**src/rtl/sercom_pkg.sv**
```systemverilog
package sercom_pkg;

    localparam logic [1:0] SRC_DIV = 2'd0;
    localparam logic [1:0] SRC_TMR = 2'd1;
    localparam logic [1:0] SRC_EXT = 2'd2;

    localparam logic [1:0] LEN7 = 2'd0;
    localparam logic [1:0] LEN9 = 2'd2;

    localparam int OVS       = 16;
    localparam int PH_W      = $clog2(OVS);
    localparam int FRAME_W   = 12;
    localparam int CNT_W     = 4;

    typedef enum logic [2:0] {
        RX_IDLE,
        RX_START,
        RX_BITS,
        RX_STOP,
        RX_BREAK
    } rx_st_e;

    function automatic logic [CNT_W-1:0] data_bits(input logic [1:0] len);
        return (len == LEN7) ? CNT_W'(7) : CNT_W'(8);
    endfunction

    function automatic logic slot_used(input logic [1:0] len, input logic par_en);
        return (len == LEN9) || par_en;
    endfunction

endpackage

```
**src/rtl/sercom_tick.sv**
```systemverilog
module sercom_tick
    import sercom_pkg::*;
#(
    parameter int DIV_W = 12
) (
    input  logic             clk,
    input  logic             rst_n,
    input  logic [1:0]       src,
    input  logic [DIV_W-1:0] div,
    input  logic             tmr_tick,
    input  logic             ext_clk,
    output logic             os_tick
);

    typedef struct packed {
        logic [DIV_W-1:0] cnt;
        logic [2:0]       ext_sync;
        logic             tick;
    } tick_s_t;

    tick_s_t s_q, s_d;

    always_comb begin
        s_d          = s_q;
        s_d.ext_sync = {s_q.ext_sync[1:0], ext_clk};
        s_d.cnt      = (s_q.cnt >= div) ? '0 : s_q.cnt + 1'b1;
        unique case (src)
            SRC_DIV: s_d.tick = (s_q.cnt >= div);
            SRC_TMR: s_d.tick = tmr_tick;
            SRC_EXT: s_d.tick = s_q.ext_sync[1] & ~s_q.ext_sync[2];
            default: s_d.tick = 1'b0;
        endcase
    end

    always_ff @(posedge clk or negedge rst_n) begin
        if (!rst_n) s_q <= '0;
        else        s_q <= s_d;
    end

    assign os_tick = s_q.tick;

endmodule

```
**src/rtl/sercom_tx.sv**
```systemverilog
module sercom_tx
    import sercom_pkg::*;
(
    input  logic       clk,
    input  logic       rst_n,
    input  logic       os_tick,
    input  logic       start,
    input  logic [8:0] data,
    input  logic [1:0] len,
    input  logic       par_en,
    input  logic       par_odd,
    input  logic       two_stop,
    output logic       line,
    output logic       busy,
    output logic       done
);

    typedef struct packed {
        logic               busy;
        logic [FRAME_W-1:0] frame;
        logic [CNT_W-1:0]   left;
        logic [PH_W-1:0]    ph;
        logic               done;
    } tx_s_t;

    tx_s_t s_q, s_d;

    logic [FRAME_W-1:0] fr;
    logic [CNT_W-1:0]   nd;
    logic [CNT_W-1:0]   flen;
    logic [7:0]         dm;
    logic               slot;
    logic               slot_bit;

    always_comb begin
        nd       = data_bits(len);
        slot     = slot_used(len, par_en);
        dm       = (len == LEN7) ? {1'b0, data[6:0]} : data[7:0];
        slot_bit = (len == LEN9) ? data[8] : (^dm ^ par_odd);
        fr       = '1;
        fr[0]    = 1'b0;
        for (int i = 0; i < 8; i++) begin
            if (i < int'(nd)) fr[i+1] = dm[i];
        end
        if (slot) fr[nd + CNT_W'(1)] = slot_bit;
        flen = CNT_W'(1) + nd + {{(CNT_W-1){1'b0}}, slot}
             + (two_stop ? CNT_W'(2) : CNT_W'(1));

        s_d      = s_q;
        s_d.done = 1'b0;
        if (!s_q.busy) begin
            if (start) begin
                s_d.busy  = 1'b1;
                s_d.frame = fr;
                s_d.left  = flen;
                s_d.ph    = '0;
            end
        end else if (os_tick) begin
            if (s_q.ph == PH_W'(OVS - 1)) begin
                s_d.ph    = '0;
                s_d.frame = {1'b1, s_q.frame[FRAME_W-1:1]};
                s_d.left  = s_q.left - 1'b1;
                if (s_q.left == CNT_W'(1)) begin
                    s_d.busy = 1'b0;
                    s_d.done = 1'b1;
                end
            end else begin
                s_d.ph = s_q.ph + 1'b1;
            end
        end
    end

    always_ff @(posedge clk or negedge rst_n) begin
        if (!rst_n) s_q <= '0;
        else        s_q <= s_d;
    end

    assign line = s_q.busy ? s_q.frame[0] : 1'b1;
    assign busy = s_q.busy;
    assign done = s_q.done;

endmodule

```
**src/rtl/sercom_rx.sv**
```systemverilog
module sercom_rx
    import sercom_pkg::*;
(
    input  logic       clk,
    input  logic       rst_n,
    input  logic       os_tick,
    input  logic       sin,
    input  logic [1:0] len,
    input  logic       par_en,
    input  logic       par_odd,
    input  logic       rd,
    input  logic       clr,
    output logic [7:0] data,
    output logic       pbit,
    output logic       valid,
    output logic       e_par,
    output logic       e_frm,
    output logic       e_ovr,
    output logic       done
);

    typedef struct packed {
        logic [1:0]       sync;
        rx_st_e           st;
        logic [PH_W-1:0]  ph;
        logic [CNT_W-1:0] idx;
        logic [8:0]       bits;
        logic [7:0]       data;
        logic             pbit;
        logic             valid;
        logic             e_par;
        logic             e_frm;
        logic             e_ovr;
        logic             done;
    } rx_s_t;

    rx_s_t s_q, s_d;

    logic             line;
    logic [CNT_W-1:0] nd;
    logic [CNT_W-1:0] nb;
    logic             slot;
    logic [7:0]       wd;
    logic             sb;

    always_comb begin
        line = s_q.sync[1];
        nd   = data_bits(len);
        slot = slot_used(len, par_en);
        nb   = nd + {{(CNT_W-1){1'b0}}, slot};
        wd   = (len == LEN7) ? {1'b0, s_q.bits[6:0]} : s_q.bits[7:0];
        sb   = slot ? s_q.bits[nd] : 1'b0;

        s_d      = s_q;
        s_d.done = 1'b0;
        s_d.sync = {s_q.sync[0], sin};
        if (rd) s_d.valid = 1'b0;
        if (clr) begin
            s_d.e_par = 1'b0;
            s_d.e_frm = 1'b0;
            s_d.e_ovr = 1'b0;
        end

        if (os_tick) begin
            unique case (s_q.st)
                RX_IDLE: begin
                    if (!line) begin
                        s_d.st = RX_START;
                        s_d.ph = '0;
                    end
                end
                RX_START: begin
                    if (s_q.ph == PH_W'(OVS/2 - 1)) begin
                        s_d.ph  = '0;
                        s_d.idx = '0;
                        s_d.st  = line ? RX_IDLE : RX_BITS;
                    end else begin
                        s_d.ph = s_q.ph + 1'b1;
                    end
                end
                RX_BITS: begin
                    if (s_q.ph == PH_W'(OVS - 1)) begin
                        s_d.ph             = '0;
                        s_d.bits[s_q.idx]  = line;
                        s_d.idx            = s_q.idx + 1'b1;
                        if (s_q.idx == nb - 1'b1) s_d.st = RX_STOP;
                    end else begin
                        s_d.ph = s_q.ph + 1'b1;
                    end
                end
                RX_STOP: begin
                    if (s_q.ph == PH_W'(OVS - 1)) begin
                        s_d.ph    = '0;
                        s_d.st    = line ? RX_IDLE : RX_BREAK;
                        s_d.data  = wd;
                        s_d.pbit  = sb;
                        s_d.done  = 1'b1;
                        s_d.valid = 1'b1;
                        if (s_q.valid && !rd) s_d.e_ovr = 1'b1;
                        if (!line) s_d.e_frm = 1'b1;
                        if (par_en && (len != LEN9) && ((^wd ^ sb) != par_odd))
                            s_d.e_par = 1'b1;
                    end else begin
                        s_d.ph = s_q.ph + 1'b1;
                    end
                end
                default: begin
                    if (line) s_d.st = RX_IDLE;
                end
            endcase
        end
    end

    always_ff @(posedge clk or negedge rst_n) begin
        if (!rst_n) begin
            s_q      <= '0;
            s_q.sync <= 2'b11;
        end else begin
            s_q <= s_d;
        end
    end

    assign data  = s_q.data;
    assign pbit  = s_q.pbit;
    assign valid = s_q.valid;
    assign e_par = s_q.e_par;
    assign e_frm = s_q.e_frm;
    assign e_ovr = s_q.e_ovr;
    assign done  = s_q.done;

endmodule

```
**src/rtl/sercom_uart.sv**
```systemverilog
module sercom_uart #(
    parameter int DIV_W = 12
) (
    input  logic             clk,
    input  logic             rst_n,
    input  logic [1:0]       clk_sel,
    input  logic [DIV_W-1:0] baud_div,
    input  logic             timer_tick,
    input  logic             ext_clk,
    input  logic [1:0]       data_len,
    input  logic             par_en,
    input  logic             par_odd,
    input  logic             two_stop,
    input  logic             so_en,
    input  logic             tx_start,
    input  logic [8:0]       tx_data,
    output logic             tx_busy,
    output logic             irq_tx,
    output logic             sout,
    input  logic             sin,
    output logic [7:0]       rx_data,
    output logic             rx_par,
    output logic             rx_valid,
    input  logic             rx_read,
    output logic             err_par,
    output logic             err_frame,
    output logic             err_ovr,
    input  logic             err_clr,
    output logic             irq_rx
);

    logic os_tick;
    logic tx_line;

    sercom_tick #(.DIV_W(DIV_W)) u_tick (
        .clk      (clk),
        .rst_n    (rst_n),
        .src      (clk_sel),
        .div      (baud_div),
        .tmr_tick (timer_tick),
        .ext_clk  (ext_clk),
        .os_tick  (os_tick)
    );

    sercom_tx u_tx (
        .clk      (clk),
        .rst_n    (rst_n),
        .os_tick  (os_tick),
        .start    (tx_start),
        .data     (tx_data),
        .len      (data_len),
        .par_en   (par_en),
        .par_odd  (par_odd),
        .two_stop (two_stop),
        .line     (tx_line),
        .busy     (tx_busy),
        .done     (irq_tx)
    );

    sercom_rx u_rx (
        .clk      (clk),
        .rst_n    (rst_n),
        .os_tick  (os_tick),
        .sin      (sin),
        .len      (data_len),
        .par_en   (par_en),
        .par_odd  (par_odd),
        .rd       (rx_read),
        .clr      (err_clr),
        .data     (rx_data),
        .pbit     (rx_par),
        .valid    (rx_valid),
        .e_par    (err_par),
        .e_frm    (err_frame),
        .e_ovr    (err_ovr),
        .done     (irq_rx)
    );

    assign sout = so_en ? tx_line : 1'b1;

endmodule

```
**config.mk**
```make
export PLATFORM = sky130hd
export DESIGN_NAME = sercom_uart
export DESIGN_NICKNAME = d
export VERILOG_FILES = /design/src/rtl/sercom_pkg.sv /design/src/rtl/sercom_tick.sv /design/src/rtl/sercom_tx.sv /design/src/rtl/sercom_rx.sv /design/src/rtl/sercom_uart.sv
export SDC_FILE = /design/constraint.sdc
export NUM_CORES = 1
export LEC_CHECK = 0
export ABC_AREA = 1
export BUFFER_PORTS_ARGS = -buffer_cell sky130_fd_sc_hd__buf_4
export CAP_MARGIN = 20
export CORE_MARGIN = 2
export CORE_UTILIZATION = 30
export DETAILED_ROUTE_END_ITERATION = 10
export PLACE_DENSITY = 0.55
export SYNTH_ARGS = -nofsm -noshare
export SYNTH_HDL_FRONTEND = slang
export SYNTH_SLANG_ARGS = --single-unit
```
**constraint.sdc**
```tcl
create_clock -name clk -period 1.8 [get_ports clk]
set_clock_uncertainty 0.15 [all_clocks]
set_input_delay 0.09 -clock clk [delete_from_list [all_inputs] [get_ports clk]]
set_output_delay 0.09 -clock clk [all_outputs]
set_load 0.01 [all_outputs]
```
==> impl_metrics.toml, run 1 <==
[floorplan]
ioPinCount = 54
die_h_um = 122.0
core_sq_um = 13720
initial_core_util = 0.3044
row_count = 43
die_w_um = 122.0
dieArea_sq_um = 14880

[logic_synthesis]
synthDistinctLibCells = 40
ys.flop_type = "dfrtp_1"
ys_ff_latch = 74
synth_top_area_cell = "dfrtp_1"
netlist.area_leader.share = 0.4314
netlist_area_sq_um = 4177
ys_async_sr_fraction = 1.000
synth.most_common_cell = "nand2_1"
ys_seq_area_frac = 0.4440
synthTopCellsByArea = "dfrtp_1 (43%), nand2_1 (14%), inv_1 (6.7%), ha_1 (6.6%), nand3_1 (3.8%)"
yosysWarningCount = 0
syn_avg_cell_area_sq_um = 7.880
synthCells = 530
synth-edff-count = 0
synth_common_cells = "nand2_1 (156), inv_1 (75), dfrtp_1 (72)"
syn_nets = 590

[finish]
fill_cells = 1388
drive_gt1_frac = 0.2093
nets = 681
area_growth_pct = 31.04
antenna_cells = 0
final_area_sq_um = 5473

[clocking]
tritoncts = "done"
cts.clk_slew.worst_paths_ns = 0.06
cts_made_buffers = 9
cts_root_buffer = "clkbuf_16"
clk_latency_ns = 0.33
htreeDepth = 3
cts_buffer_depth = 2
cts_sinks = 74

[sta]
grt_setup_unrepaired = "yes"
min_period_over_period = 0.9652
report.final.slew_viol_count = 0
finalSetupViolations = 0
max_slew.worst_pin.slew_ns = 0.3906
finalWorstPathRequiredPeriod_ns = 1.737
relSlewSlack = 0.7396
hold_viol = 0
hold_ws_ns = 0.004754
max_freq_ghz = 0.5756

[place]
dpl_cell_area_sq_um = 4842
io_buffers = 53
hpwl_um = 6791
routabilityCongestion = 0.7983

[run_status]
status = "complete, no violations"

[routing]
wl_per_cell_um = 11.28
vias = 3575
top_layer_used = "met4"
antenna_left = 0
post_drt_via_cell_ratio = 4.435
met2WireLength_um = 4414
drc = 0
routed_wl_um = 9094
drt-met1-wl_um = 4289
dr.pass1.iters = 6
drt_iter0_drc = 210
met3_length_um = 307

[power]
internal_power_uw = 3601
leakage_uw = 0.002798
power.share.switching = 0.3035
power.share.sequential = 0.394
combPwrFrac = 0.254
power_frac_clock = 0.352
p_sw_uw = 1570
power.density_nw_per_um2 = 944.9
ir_drop_mv = 0.4298

[global_route]
grt_pass1_vias = 3491
grt_pass1_wl_um = 15340
grt.total_usage = 0.1291
antenna_found_initial = 0
grt-ovfl-total = 0
grt_max_degree = 48

[critical_path]
crit_fanout = 4
end_kind = "flip-flop"
arrival_ns = 1.81
critPathLaunchType = "flip-flop"
critical_path_class = "flip-flop to flip-flop"
cp_data_required_time_ns = 1.87

[job]
drv_cap = 0

[worst_hold_path]
hp-class = "primary input to flip-flop"
## final timing paths
kind	startpoint	end	slack (ns)	cells past startpoint
worst max-delay path	u_rx.s_q[27]	u_rx.s_q[31]	0.06	12
worst min-delay path	par_en	u_rx.e_par	0.005	5
worst max register to register	u_rx.s_q[27]	u_rx.s_q[31]	0.06	12
worst min register to register	u_tick.s_d[2]	u_tick.s_d[3]	0.20	0
max in group asynchronous	rst_n	asynchronous set/reset pin	0.85	3
min in group asynchronous	rst_n	u_tick.s_q[4]	0.07	2
## metal layers
layer,vias to the layer above,global-route usage
met5,-,0
met1,1658,0.1627
li1,1864,-
met3,8,0.03745
met2,45,0.2165
met4,0,0.03448
## cells by family after synthesis
logic type | share of synthesized area
xor gates and xnor gates | 0.01677
AOI/OAI and AO/OA | 0.09048
DFF | 0.4440
adders and majority gates | 0.07070
and+or+nand+nor | 0.2846
buffers and inverters | 0.09347
## power by group through the flow
stage          clock network [uW]  registers, uW  logic [uW]
2_1_floorplan                   0           2030         829
3_3_place_gp                    0           2060        1140
3_5_place_dp                    0           2070        1190
4_1_cts                      1880           2040        1230
5_1_grt                      1970           2070        1520
6_report                     1820           2040        1310
## area by class of cell
class / instances / area, sq um / share of cell area
clock buffers: 12 / 256.5 / 0.04687
multi-input cells: 364 / 2021 / 0.3692
well taps: 180 / 225.2 / 0.04115
flip-flops and latches: 74 / 1854 / 0.3388
inverters: 78 / 292.8 / 0.05350
repair buffers: 94 / 772.0 / 0.1411
clock inverters: 4 / 51.30 / 0.009374
## cell usage in the layout, fill, tap and decap left out, drive strengths merged
master         n
inv           77
and2           1
nor3b          4
and3           2
clkinv         3
nor4           2
o31ai          2
or2            1
nand3         32
dfstp          2
nand3b         3
nand4          3
dfrtp         72
xor2           4
a21oi         16
fa             1
a22oi          6
a31oi          1
o21ai         31
o211ai         7
o22ai          1
o21a           1
nor3          12
clkinvlp       1
a32o           1
nor2          42
dlygate4sd3   20
bufinv         1
xnor2          4
buf           74
clkbuf        12
nand2        165
ha            22
## timing repair
action | in CTS | in global routing
gates resized for setup | 0 | 21
buffers inserted | 0 | 3
endpoints found under the hold margin | 91 | 0
setup endpoints to repair | 0 | 38
hold buffers | 20 | 0
## per-stage QoR
stage | TNS (ns) | std cells | utilization | total power, uW | setup WS (ns)
after global placement | 0 | 766 | 0.3529 | 3198 | 0.08823
after CTS | 0 | 802 | 0.3900 | 5148 | 0.007754
after floorplan | 0 | 530 | - | 2855 | 0.1100
after global routing | -0.3680 | 806 | 0.3989 | 5554 | -0.07705
after detailed placement | 0 | 766 | 0.3529 | 3251 | 0.01348
final | 0 | 806 | 0.3989 | 5171 | 0.06269
## critical path, stage by stage, from the launching register on
cell     delay (ns)
dfrtp_1        0.35
ha_1           0.17
nand2_1        0.08
inv_2          0.08
nand2_2        0.08
nand2_2        0.10
nand2_4        0.07
inv_2          0.06
nand2_2        0.05
nor3_4         0.23
nand2_2        0.10
nand2_1        0.06
nand2_1        0.05
No activity file was read; power rests on OpenSTA's default activity.
==> inputs of run 2 (changes only) <==
- ABC_AREA: 1 -> not set
- CAP_MARGIN: 20 -> not set
- SLEW_MARGIN: not set -> 20
==> impl_metrics.toml, run 2 <==
[run_status]
status = "complete, but fails checks"
violations = "negative setup slack"

[routing]
drc = 0
antenna_left = 0
routed_wl_um = 8852
wl_per_cell_um = 12.76
dr.pass1.iters = 4
drt_iter0_drc = 146
post_drt_via_cell_ratio = 4.581
met2WireLength_um = 4127
met3_length_um = 255
drt-met1-wl_um = 4355
vias = 3179
top_layer_used = "met4"

[floorplan]
initial_core_util = 0.3068
core_sq_um = 13240
die_h_um = 120.4
die_w_um = 120.4
dieArea_sq_um = 14490
ioPinCount = 54
row_count = 42

[logic_synthesis]
syn_avg_cell_area_sq_um = 10.29
yosysWarningCount = 0
synthTopCellsByArea = "dfrtp_1 (44%), ha_1 (6.8%), nand2_1 (4.8%), xnor2_1 (4.5%), mux2_2 (4.4%)"
ys_ff_latch = 74
ys.flop_type = "dfrtp_1"
synth-xor-area-share = 0.06806
synthCells = 395
synthDistinctLibCells = 58
netlist.area_leader.share = 0.4435
synthSimpleGateAreaFrac = 0.1789
synth-adder-area-share = 0.07268
ys_seq_area_frac = 0.4564
synth_top_area_cell = "dfrtp_1"
synth_top_family_by_area = "simple AND/OR/NAND/NOR gates"
synth_common_cells = "dfrtp_1 (72), nand2_1 (52), inv_1 (26)"
synth-edff-count = 0
netlist_area_sq_um = 4063
synthMuxAreaShare = 0.05544
synth_compound_gate_area_share = 0.1099
synth.most_common_cell = "dfrtp_1"
ys_async_sr_fraction = 1.000
syn_nets = 455

[critical_path]
critPathLaunchType = "flip-flop"
timing.rr.end = "u_tick.os_tick"
critPathLaunch = "u_tick.s_q[4]"
worstPathCellList = "inv_2 > ha_4 > nand2b_4 > a2111oi_4 > o21ai_1 > a221o_1 > a211o_1"
slowest_stage = "dfrtp_1"
cp_num_buf_inv = 1
r2r-start = "u_tick.s_q[4]"
r2r_slack_ns = -0.33
arrival_ns = 2.19
path_depth = 7
crit_fanout = 3
crit_end = "u_tick.os_tick"
crit_family = "compound AO/OA/AOI/OAI gates"
slowest_delay_ns = 0.38
cp_data_required_time_ns = 1.86
critical_path_class = "flip-flop to flip-flop"
end_kind = "flip-flop"
reg2reg_depth = 7

[place]
hpwl_um = 6195
routabilityCongestion = 0.7518
io_buffers = 53

[finish]
antenna_cells = 0
layout_commonest_cell = "buf_4"
utilization = 0.4327
area_growth_pct = 41.05
nets = 573
drive_gt1_frac = 0.3649
most-common-layout-cells = "buf_4 (107), dfrtp_1 (72), nand2_1 (49)"

[sta]
relSlewSlack = 0.6626
min_period_over_period = 1.181
max_freq_ghz = 0.4705
finalWorstPathRequiredPeriod_ns = 2.125
hold_viol = 0
setup_ws_ns = -0.3252
report.final.slew_viol_count = 0
grt_setup_unrepaired = "yes"
max_slew.worst_pin.slew_ns = 0.5061
finalSetupViolations = 18

[power]
ir_drop_mv = 0.5282
power.density_nw_per_um2 = 1085
power_frac_clock = 0.294
power.share.switching = 0.3047
total_power_uw = 6217
combPwrFrac = 0.330
leakage_uw = 0.002744
p_sw_uw = 1894
internal_power_uw = 4323
power.share.sequential = 0.376

[global_route]
antenna_found_initial = 0
grt_pass1_wl_um = 14660
grt-ovfl-total = 0
grt.total_usage = 0.1248
grt_pass1_vias = 3110
grt_max_degree = 39

[clocking]
cts.clk_slew.worst_paths_ns = 0.06
htreeDepth = 3
clk_latency_ns = 0.33
cts_buffer_depth = 2
cts_made_buffers = 9
tritoncts = "done"
cts_root_buffer = "clkbuf_16"
cts_sinks = 74

[worst_hold_path]
holdPathStages = 3
min_from = "data_len[0]"
hp-class = "primary input to flip-flop"

[job]
drv_cap = 0
-- run 2: cell types whose count changed in the layout (fill, tap and decap cells not counted), sizes merged, moves of 9 or more --
cell,before,now
buf,74,112
nand2,165,52
a21oi,16,7
xnor2,4,21
nor2,42,23
mux2,0,20
nand3,32,11
inv,77,26
o21ai,31,22
-- run 2: layer usage --
metal,track usage,vias up
met5,0,-
met4,0.03706,0
met3,0.02830,7
met2,0.1960,43
met1,0.1719,1531
li1,-,1598
-- run 2: cell type report --
type	count	area (sq um)
repair buffers	130	1051
well taps	176	220.2
multi-input cells	272	2202
fillers	1294	7512
clock inverters	5	52.55
inverters	26	97.59
clock buffers	11	252.7
flip-flops and latches	74	1854
-- run 2: cell families after synthesis --
group	Yosys count
xor gates and xnor gates	30
buffers and inverters	49
muxes	20
and+or+nand+nor	135
AOI/OAI and AO/OA	64
DFF	74
adders and majority gates	23
-- run 2: per-stage QoR --
stage / setup TNS, ns / worst slack (ns) / instances / hold slack, ns / area, sq um
3_5_place_dp: -5.519 / -0.3059 / 652 / -0.05117 / 4965
5_1_grt: -5.524 / -0.4280 / 694 / 0.06455 / 5731
2_1_floorplan: -2.396 / -0.3027 / 395 / -0.3556 / 4085
6_report: -3.356 / -0.3252 / 694 / 0.03967 / 5731
4_1_cts: -3.795 / -0.3216 / 687 / 0.03192 / 5494
3_3_place_gp: -4.552 / -0.2579 / 652 / -0.05558 / 4965
-- run 2: worst min path at each step --
stage                                 endpoint  slack [ns]
global route                        u_rx.e_par        0.06
global placement                     u_rx.done       -0.06
detailed placement                   u_rx.done       -0.05
finish                            u_tx.s_q[18]        0.04
floorplan           asynchronous set/reset pin       -0.36
CTS                                 u_rx.e_par        0.03
-- run 2: timing repair --
action,in CTS,in global routing
setup buffers,1,6
gates cloned,0,1
resized for setup,9,42
hold endpoints to repair,57,0
hold buffers,18,0
setup endpoints to repair,36,53
pin swaps,8,9
-- run 2: tightest hold or removal path: stages --
cell and delay, ns:
buf_4 0.14, a31oi_1 0.14, a211o_1 0.11
-- run 2: power by group through the flow --
| stage | combinational, uW | clock [uW] | sequential [uW] |
|---|---|---|---|
| 5_1_grt | 2320 | 1950 | 2380 |
| 3_3_place_gp | 1780 | 0 | 2310 |
| 3_5_place_dp | 1830 | 0 | 2330 |
| 6_report | 2050 | 1830 | 2340 |
| 2_1_floorplan | 1130 | 0 | 2310 |
| 4_1_cts | 1900 | 1890 | 2320 |
==> inputs of run 3 (changes only) <==
- ABC_AREA: not set -> 1
- SYNTH_HIERARCHICAL: not set -> 1
==> impl_metrics.toml, run 3 <==
[run_status]
status = "complete, no violations"

[routing]
drc = 0
wl_per_cell_um = 11.14
post_drt_via_cell_ratio = 4.469
antenna_left = 0
routed_wl_um = 9189
vias = 3687
dr.pass1.iters = 5
drt_iter0_drc = 198

[logic_synthesis]
netlist.area_leader.share = 0.4143
synthDistinctLibCells = 41
syn_nets = 611
synthTopCellsByArea = "dfrtp_1 (41%), nand2_1 (14%), inv_1 (7.4%), ha_1 (6.3%), nand3_1 (4.6%)"
ys_ff_latch = 74
ys_async_sr_fraction = 1.000
synth-edff-count = 0
synthCells = 551
synth_common_cells = "nand2_1 (157), inv_1 (86), dfrtp_1 (72)"
synth_top_area_cell = "dfrtp_1"
synth.most_common_cell = "nand2_1"
syn_avg_cell_area_sq_um = 7.893
yosysWarningCount = 6
netlist_area_sq_um = 4349
ys_seq_area_frac = 0.4264
ys.flop_type = "dfrtp_1"

[global_route]
grt_pass1_wl_um = 15940
grt_pass1_vias = 3581
antenna_found_initial = 0
grt.total_usage = 0.1231
grt_max_degree = 45
grt-ovfl-total = 0

[clocking]
cts.clk_slew.worst_paths_ns = 0.06
cts_sinks = 74
cts_buffer_depth = 2
cts_root_buffer = "clkbuf_16"
htreeDepth = 3
clk_latency_ns = 0.33
tritoncts = "done"
cts_made_buffers = 9

[place]
hpwl_um = 6803
routabilityCongestion = 0.8025
dp_slack_ns = 0.05191
io_buffers = 53

[sta]
report.final.slew_viol_count = 0
finalSetupViolations = 0
finalWorstPathRequiredPeriod_ns = 1.744
setup_ws_ns = 0.05559
hold_viol = 0
relSlewSlack = 0.7230
min_period_over_period = 0.9691
max_slew.worst_pin.slew_ns = 0.4154
max_freq_ghz = 0.5733

[floorplan]
core_sq_um = 14370
initial_core_util = 0.3027
row_count = 44
die_w_um = 124.4
ioPinCount = 54
dieArea_sq_um = 15480
die_h_um = 124.4

[finish]
layout_commonest_cell = "nand2_1"
area_growth_pct = 27.50
drive_gt1_frac = 0.2028
multi_input_area_sq_um = 2105
antenna_cells = 0
seqCellArea_sq_um = 1857
most-common-layout-cells = "nand2_1 (155), inv_1 (86), dfrtp_1 (70)"
utilization = 0.3859
fill_cells = 1459
nets = 696

[critical_path]
end_kind = "flip-flop"
critical_path_class = "primary input to flip-flop"
arrival_ns = 1.79
crit_fanout = 4
cp_data_required_time_ns = 1.84
critPathLaunchType = "primary input"

[power]
ir_drop_mv = 0.4088
leakage_uw = 0.002831
power.density_nw_per_um2 = 989.0

[worst_hold_path]
hp-class = "primary input to flip-flop"

[job]
drv_cap = 0
run 3: cell types whose count changed after synthesis, moves of 8 or more:
cell / before / now
inv_1: 26 / 86
inv_2: 0 / 8
mux2_2: 16 / 0
nand2_1: 52 / 157
nand3_1: 10 / 40
nor2_1: 13 / 45
nor2_4: 0 / 8
xnor2_1: 21 / 4
run 3: power breakdown:
part	switching [uW]	internal, uW
clock	685	1070
sequential	270	1990
combinational	831	633
total	1790	3700
run 3: cell type report:
class | instances | area share
Sequential cell | 74 | 0.3348
Clock inverter | 6 | 0.01218
Tap cell | 184 | 0.04152
Multi-Input combinational cell | 372 | 0.3795
Inverter | 95 | 0.06521
Timing Repair Buffer | 84 | 0.1255
Clock buffer | 10 | 0.04129
run 3: worst paths after layout:
path | endpoint | slack, ns | start | cells after the start
min in group asynchronous | asynchronous set/reset pin | 0.09 | rst_n | 2
max | u_tx/s_q[6] | 0.06 | par_en | 8
max reg2reg | u_rx/s_q[32] | 0.10 | u_rx/s_q[27] | 8
min reg2reg | u_rx/line | 0.21 | u_rx/s_d[35] | 0
min | u_tx/s_q[18] | 0.02 | data_len[1] | 4
max in group asynchronous | u_rx/line | 0.78 | rst_n | 3
run 3: timing repair:
action | in CTS | in global routing
gates resized for setup | 0 | 17
buffers inserted | 0 | 3
hold buffers | 21 | 0
hold endpoints to repair | 89 | 0
setup endpoints to repair | 0 | 38
run 3: worst max-delay path, stage by stage:
cell and delay [ns]:
dlygate4sd3_1 0.54, buf_4 0.16, inv_1 0.07, nand2_2 0.08
fa_1 0.39, ha_1 0.28, nand2_1 0.08, o221ai_1 0.11
run 3: cell families (layout without fill, tap and decap cells):
family	count (synthesis)	after routing	synth area share
buf+inv	107	195	0.1053
simple gates	271	273	0.2834
xor+xnor	12	12	0.02417
compound gates	64	64	0.09292
flops	74	74	0.4264
fa+ha+maj	23	23	0.06789
run 3: metal layers:
layer,vias to the layer above,global-route usage,wire [um]
li1,1898,-,-
met1,1734,0.1550,4351
met2,46,0.2131,4469
met3,9,0.02405,266
met4,0,0.03833,102
met5,-,0,0
run 3: stage by stage:
step	hold WS (ns)	power (uW)	cells	cell area [sq um]	setup TNS (ns)
after global placement	-0.09815	3579	783	4943	0
after floorplan	-0.3556	3257	551	4349	0
final	0.02258	5484	825	5545	0
after detailed placement	-0.09350	3650	783	4943	0
after global routing	0.04289	5903	825	5545	-0.006497
after CTS	0.01525	5493	820	5450	0
